[config.mk]
export PLATFORM = sky130hd
export DESIGN_NAME = lbt_xcvr
export DESIGN_NICKNAME = d
export VERILOG_FILES = /design/src/rtl/lbt_pkg.sv /design/src/rtl/lbt_keeper.sv /design/src/rtl/lbt_path.sv /design/src/rtl/lbt_section.sv /design/src/rtl/lbt_xcvr.sv
export SDC_FILE = /design/constraint.sdc
export NUM_CORES = 1
export LEC_CHECK = 0
export CELL_PAD_IN_SITES_DETAIL_PLACEMENT = 2
export CELL_PAD_IN_SITES_GLOBAL_PLACEMENT = 2
export CORE_MARGIN = 8
export CORE_UTILIZATION = 27
export CTS_CLUSTER_DIAMETER = 50
export CTS_CLUSTER_SIZE = 8
export DETAILED_ROUTE_END_ITERATION = 8
export GPL_TIMING_DRIVEN = 0
export HOLD_SLACK_MARGIN = 0.05
export PLACE_DENSITY = 0.88
export SLEW_MARGIN = 5
export SYNTH_ARGS = -nofsm -noshare
export SYNTH_HDL_FRONTEND = slang
export SYNTH_SLANG_ARGS = --single-unit
[constraint.sdc]
create_clock -name clk -period 2.7 [get_ports clk]
set_input_delay 0.27 -clock clk [delete_from_list [all_inputs] [get_ports clk]]
set_output_delay 0.27 -clock clk [all_outputs]
set_load 0.01 [all_outputs]
[src/rtl/lbt_pkg.sv]
`timescale 1ns/1ps
package lbt_pkg;
  localparam int unsigned LBT_NSEC = 2;
  localparam int unsigned LBT_SECW = 18;

  typedef struct packed {
    logic cs_n;
    logic le_n;
    logic oe_n;
  } lbt_ctl_t;
endpackage

[src/rtl/lbt_keeper.sv]
`timescale 1ns/1ps
module lbt_keeper #(
  parameter int unsigned W = 36
) (
  input  logic         clk,
  input  logic         rst_n,
  input  logic [W-1:0] pin,
  input  logic [W-1:0] drv,
  output logic [W-1:0] eff
);
  logic [W-1:0] hold_q;

  assign eff = (drv & pin) | (~drv & hold_q);

  always_ff @(posedge clk) begin
    if (!rst_n) hold_q <= '0;
    else        hold_q <= eff;
  end

  AST_KEEP_STEADY: assert property (@(posedge clk) disable iff (!rst_n)
    ((~drv & ~$past(drv) & (eff ^ $past(eff))) == '0));
endmodule

[src/rtl/lbt_path.sv]
`timescale 1ns/1ps
module lbt_path #(
  parameter int unsigned W = 18
) (
  input  logic         clk,
  input  logic         rst_n,
  input  logic         pwr_ok,
  input  lbt_pkg::lbt_ctl_t ctl,
  input  logic [W-1:0] din,
  output logic [W-1:0] dout,
  output logic [W-1:0] doe,
  output logic         drive
);
  logic [W-1:0] store_q;
  logic         open_gate;

  assign open_gate = ~(ctl.cs_n | ctl.le_n);
  assign drive     = pwr_ok & ~ctl.cs_n & ~ctl.oe_n;
  assign doe       = {W{drive}};
  assign dout      = store_q;

  always_ff @(posedge clk) begin
    if (open_gate) store_q <= din;
  end

  AST_LOAD_OPEN: assert property (@(posedge clk) disable iff (!rst_n)
    (!ctl.cs_n && !ctl.le_n) |=> (dout == $past(din)));
  AST_GATE_HOLD: assert property (@(posedge clk) disable iff (!rst_n)
    ctl.le_n |=> $stable(dout));
  AST_CS_HOLD: assert property (@(posedge clk) disable iff (!rst_n)
    ctl.cs_n |=> $stable(dout));
  AST_CS_FLOAT: assert property (@(posedge clk) disable iff (!rst_n)
    ctl.cs_n |-> (doe == '0));
  AST_PWR_FLOAT: assert property (@(posedge clk) disable iff (!rst_n)
    !pwr_ok |-> (doe == '0));
endmodule

[src/rtl/lbt_section.sv]
`timescale 1ns/1ps
module lbt_section #(
  parameter int unsigned W = 18
) (
  input  logic         clk,
  input  logic         rst_n,
  input  logic         pwr_ok,
  input  lbt_pkg::lbt_ctl_t ab_ctl,
  input  lbt_pkg::lbt_ctl_t ba_ctl,
  input  logic [W-1:0] a_eff,
  input  logic [W-1:0] b_eff,
  output logic [W-1:0] a_out,
  output logic [W-1:0] a_oe,
  output logic [W-1:0] b_out,
  output logic [W-1:0] b_oe,
  output logic         fight
);
  logic ab_drive;
  logic ba_drive;

  lbt_path #(.W(W)) u_ab (
    .clk(clk), .rst_n(rst_n), .pwr_ok(pwr_ok), .ctl(ab_ctl),
    .din(a_eff), .dout(b_out), .doe(b_oe), .drive(ab_drive)
  );

  lbt_path #(.W(W)) u_ba (
    .clk(clk), .rst_n(rst_n), .pwr_ok(pwr_ok), .ctl(ba_ctl),
    .din(b_eff), .dout(a_out), .doe(a_oe), .drive(ba_drive)
  );

  assign fight = ab_drive & ba_drive;

  AST_FIGHT_SEEN: assert property (@(posedge clk) disable iff (!rst_n)
    fight == ((|a_oe) && (|b_oe)));
endmodule

[src/rtl/lbt_xcvr.sv]
`timescale 1ns/1ps
module lbt_xcvr #(
  parameter int unsigned NSEC = lbt_pkg::LBT_NSEC,
  parameter int unsigned SECW = lbt_pkg::LBT_SECW
) (
  input  logic                 clk,
  input  logic                 rst_n,
  input  logic                 pwr_ok,
  input  logic [NSEC-1:0]      ab_cs_n,
  input  logic [NSEC-1:0]      ab_le_n,
  input  logic [NSEC-1:0]      ab_oe_n,
  input  logic [NSEC-1:0]      ba_cs_n,
  input  logic [NSEC-1:0]      ba_le_n,
  input  logic [NSEC-1:0]      ba_oe_n,
  input  logic [NSEC*SECW-1:0] a_in,
  input  logic [NSEC*SECW-1:0] a_drv,
  input  logic [NSEC*SECW-1:0] b_in,
  input  logic [NSEC*SECW-1:0] b_drv,
  output logic [NSEC*SECW-1:0] a_out,
  output logic [NSEC*SECW-1:0] a_oe,
  output logic [NSEC*SECW-1:0] b_out,
  output logic [NSEC*SECW-1:0] b_oe,
  output logic [NSEC-1:0]      contention
);
  localparam int unsigned W = NSEC * SECW;

  logic [W-1:0] a_eff;
  logic [W-1:0] b_eff;

  lbt_keeper #(.W(W)) u_keep_a (
    .clk(clk), .rst_n(rst_n), .pin(a_in), .drv(a_drv), .eff(a_eff)
  );

  lbt_keeper #(.W(W)) u_keep_b (
    .clk(clk), .rst_n(rst_n), .pin(b_in), .drv(b_drv), .eff(b_eff)
  );

  for (genvar s = 0; s < NSEC; s++) begin : g_sec
    lbt_pkg::lbt_ctl_t ab_ctl;
    lbt_pkg::lbt_ctl_t ba_ctl;

    assign ab_ctl = '{cs_n: ab_cs_n[s], le_n: ab_le_n[s], oe_n: ab_oe_n[s]};
    assign ba_ctl = '{cs_n: ba_cs_n[s], le_n: ba_le_n[s], oe_n: ba_oe_n[s]};

    lbt_section #(.W(SECW)) u_sec (
      .clk(clk), .rst_n(rst_n), .pwr_ok(pwr_ok),
      .ab_ctl(ab_ctl), .ba_ctl(ba_ctl),
      .a_eff(a_eff[s*SECW +: SECW]), .b_eff(b_eff[s*SECW +: SECW]),
      .a_out(a_out[s*SECW +: SECW]), .a_oe(a_oe[s*SECW +: SECW]),
      .b_out(b_out[s*SECW +: SECW]), .b_oe(b_oe[s*SECW +: SECW]),
      .fight(contention[s])
    );
  end

  AST_NO_PWR_DRIVE: assert property (@(posedge clk) disable iff (!rst_n)
    !pwr_ok |-> (a_oe == '0 && b_oe == '0 && contention == '0));
endmodule

; Yosys cells after proc, flatten, opt, wreduce, memory -nomap -nowiden
; Cells that the tools add are included.
[word_totals]
regBits = 144
in_bits = 159
output_inout_bits = 146
elab_cells = 36
[classes]
bitwise = 30
[op_table]
columns = cell, n
row1 = bitwise AND 36 bit, 4
row2 = NOT 36 bit, 2
row3 = OR 36 bit, 2
row4 = bitwise AND 1 bit, 10
row5 = NOT 1 bit, 8
row6 = OR 1 bit, 4

; Longest topological paths before layout
[logic_depth]
ltp_word = 4
depth_mapped = 3
depth_no_buf = 2

; Modules after synthesis
; From an unflattened synthesis, not the netlist that was laid out.
[hier_totals]
hier_cells = 376
area_unflattened_um2 = 5813.1
[by_module_without_submodules]
columns = module, n_inst, cells_each, area_each_um2, seq_area_each_um2
row1 = lbt_keeper, 2, 111, 1516.5, 720.7
row2 = lbt_path, 4, 38, 691.9, 540.5
row3 = lbt_section, 2, 1, 6.3, 0.0

; Worst setup path after synthesis
; No wires, ideal clock.
[synth_path]
path_kind = input to output
start = input ba_cs_n[0]
end = output a_oe[0]
arrival_time_ps = 1609
t_required_ps = 2430
path_slack_ps = 821
stages = 2
path_buffers = 1
cell_sequence = nor3b_1 -> buf_4
[synth_via]
elab_chain_cells = 3
[synth_lines]
columns = element, line
row1 = start: declaration, lbt_xcvr.sv:12  ; input logic [NSEC-1:0] ba_cs_n,
row2 = NOT 1 bit, lbt_path.sv:18  ; assign drive = pwr_ok & ~ctl.cs_n & ~ctl.oe_n;
row3 = bitwise AND 1 bit (2 in series), lbt_path.sv:18
row4 = end: declaration, lbt_xcvr.sv:20  ; output logic [NSEC*SECW-1:0] a_oe,
; Every way passes these cells.

; Worst setup path in the final report
[layout_path]
start = input pwr_ok
end = output a_oe[13]
[layout_via]
elab_chain_cells = 2
[layout_lines]
columns = element, line
row1 = start: declaration, lbt_xcvr.sv:8  ; input logic pwr_ok,
row2 = bitwise AND 1 bit (2 in series), lbt_path.sv:18
; Every way passes these cells.

==> metrics.csv <==
metric,value,unit
count of nets after finishing,872,
half-perimeter wire length after placement,16.7,mm
startpoint type of the worst setup path,primary input,
number of distinct library cells after synthesis,11,
HP Class,reg2reg,
clock latency on the worst-skew pair,0.41,ns
number of H-tree levels,4,
top post-synthesis cells by area,"sky130_fd_sc_hd__edfxtp_1 37%, sky130_fd_sc_hd__dfxtp_1 25%, sky130_fd_sc_hd__mux2_4 17%, sky130_fd_sc_hd__buf_4 9.5%, sky130_fd_sc_hd__and2_2 8.3%",
"leading cell type in the layout, fill and taps excluded",sky130_fd_sc_hd__clkdlybuf4s50_1,
R2R Path End,u_keep_a.hold_q[7],
total of buffers placed on input and output ports,304,
Pleak,4.06,nW
cell chosen for the clock root,sky130_fd_sc_hd__clkbuf_16,
Row Count,54,
Core Box Area,21600,um^2
via count of the first global-routing pass,4867,
type of destination of the critical path,output port,
total I/O pin count,305,
clock buffer depth,2,
Comb pwr share,15.5,%
part of the cycle the worst path needs,94.2,%
achievable clock frequency,0.393,GHz
post-detailed-route via-to-cell ratio,4.09,
share of final-layout standard cells stronger than drive strength 1,36.9,%
Pwr Density,568,nW/um^2
Worst-Margin Slew,0.693,ns
gp weighted congestion,0.714,
first-pass GRT wire length,29.8,mm
outcome,"finished, final reports clean",
highest metal layer with signal wires,met4,
Hold Startpoint,u_keep_b.hold_q[9],
die extent in y,163,um
Post-Syn Nets,538,
TritonCTS clock tree,built,
Detail Route met2 WL,10.8,mm
remaining antenna violation count,0,
Post-CTS Hold Fix Bufs,0,
count of synthesis-stage warnings from yosys,0,
Post-Syn Area per Cell,15.4,um^2
final-report hold violation count,0,
Filler Cells Inserted,2087,
post-route clock skew,0.00736,ns
post-route core utilization,46.6,%
kind of critical path,in2out,
relative slew slack,53.7,%
Setup Viol. Count Final,0,
die area,26600,um^2
share of the synthesized area in the top cell type,37.0,%
fin. max-slew vios,0,
starting utilization of the core area,27.1,%
Sink Count,144,
initial antenna violation count,0,
number of cell instances on the worst register-to-register path,2,
number of DRC markers after the initial detailed-route iteration,108,
wire length after detailed routing,20.8,mm
mean routed wirelength per cell,20.7,um
internal portion of total power,4.44,mW
routed metal-1 wirelength,7.36,mm
antenna diode count,0,
synthesized cell area,5850,um^2
wire length on met3,2.00,mm
Initial DRT Pass Iterations,4,
switching part of the total power,22.2,%
slack of the worst reg-to-reg path,1.80,ns
source of the worst register-to-register timing path,u_keep_a.hold_q[7],
sum of overflow across all layers after global routing,0,
"FF+latch count, synth",144,
gate count after technology mapping,379,
clock edge transition at the registers on the reported setup and hold paths,0.06,ns
Hold Crit Depth,1,
number of buffers created by CTS,17,
largest net degree at the start of global routing,20,
Max Fanout on Critical Path,18,
max-cap violations,0,
library cell occupying the most area in the post-synthesis netlist,sky130_fd_sc_hd__edfxtp_1,
Crit path arrival time,2.27,ns
floorplan die width,163,um
DR vias,4112,
final critical-path required period,2.54,ns
critical path required time,2.43,ns
Hold WS,0.546,ns
global-route total usage across every layer,15.1,%
part of the power in registers,43.3,%
switching component of the power,1.26,mW
IR Drop Worst-Case VDD,0.399,mV
P&R area growth vs syn,71.6,%
end point of the most critical hold path,g_sec[0].u_sec.u_ba.dout[9],
portion of the post-synthesis area used by sequential elements,61.6,%
clock network power share,41.2,%
unrepaired setup endpoints after global routing,no,
DRC violations left,0,
most frequent cells in the layout,"304 x sky130_fd_sc_hd__clkdlybuf4s50_1, 78 x sky130_fd_sc_hd__buf_4, 72 x sky130_fd_sc_hd__edfxtp_1, 72 x sky130_fd_sc_hd__dfxtp_1",
## sequential cells by signal, summed over array words and instances, names as in the netlist
register               cells
g_sec.u_sec.u_ab.dout     36
u_keep_b.hold_q           36
g_sec.u_sec.u_ba.dout     36
u_keep_a.hold_q           36
## worst max path at each step
| stage | slack (ns) | cells past startpoint | to | start |
|---|---|---|---|---|
| after floorplan | 0.82 | 2 | a_oe[0] | ba_cs_n[0] |
| after global placement | -0.55 | 4 | a_oe[18] | pwr_ok |
| after detailed placement | -0.41 | 5 | contention[0] | pwr_ok |
| after CTS | -0.15 | 4 | a_oe[10] | pwr_ok |
| after global routing | 0.007 | 4 | a_oe[13] | pwr_ok |
| final | 0.16 | 4 | a_oe[13] | pwr_ok |
## Yosys cell counts (all sizes together)
cell type,number
clkbuf,7
nor2,4
edfxtp,72
dfxtp,72
and2,72
buf,74
nor3b,6
mux2,72
## worst max-delay path, stage by stage
cell,delay [ns]
sky130_fd_sc_hd__clkdlybuf4s50_1,0.58
sky130_fd_sc_hd__nor3b_4,0.65
sky130_fd_sc_hd__buf_4,0.22
sky130_fd_sc_hd__clkdlybuf4s50_1,0.54
## per-layer routing
layer | vias to the layer above | GRT usage [%]
li1 | 1893 | -
met1 | 1975 | 15.0
met2 | 210 | 27.8
met3 | 34 | 4.96
met4 | 0 | 6.88
met5 | - | 0
## metrics by stage
step	power (mW)	setup WS, ns	TNS [ns]	cells	area, um^2
3_3_place_gp	3.33	-0.552	-19.15	963	9240
3_5_place_dp	3.40	-0.415	-12.18	967	9340
4_1_cts	5.78	-0.152	-2.66	1000	9970
5_1_grt	5.92	0.00688	0	1006	10000
6_report	5.70	0.157	0	1006	10000
2_1_floorplan	2.85	0.821	0	379	5850
## layout make-up
type | count | area (um^2) | share of cell area (%)
clock buffer | 20 | 457 | 4.55
sequential | 144 | 3600 | 35.9
tap | 280 | 350 | 3.49
timing repair buffer | 315 | 3210 | 31.9
clock inverter | 12 | 134 | 1.33
buffer | 81 | 591 | 5.88
multi-input combinational | 154 | 1700 | 16.9
## timing repair
item                                    CTS  global route
endpoints found under the setup margin   74            39
setup buffers                             1             6
resized for setup                         3             1
## logic make-up after synthesis
group / after synthesis / share of synthesized area [%]
buffers and inverters: 81 / 10.1
DFF: 144 / 61.6
muxes: 72 / 18.0
and+or+nand+nor: 82 / 10.3
## power by group through the flow
stage	clock network, mW	registers, mW	logic, mW
6_report	2.35	2.47	0.886
5_1_grt	2.49	2.48	0.942
4_1_cts	2.42	2.47	0.893
3_5_place_dp	0	2.52	0.882
3_3_place_gp	0	2.51	0.824
2_1_floorplan	0	2.53	0.317
Note: power is estimated with default switching activity, not from simulation.
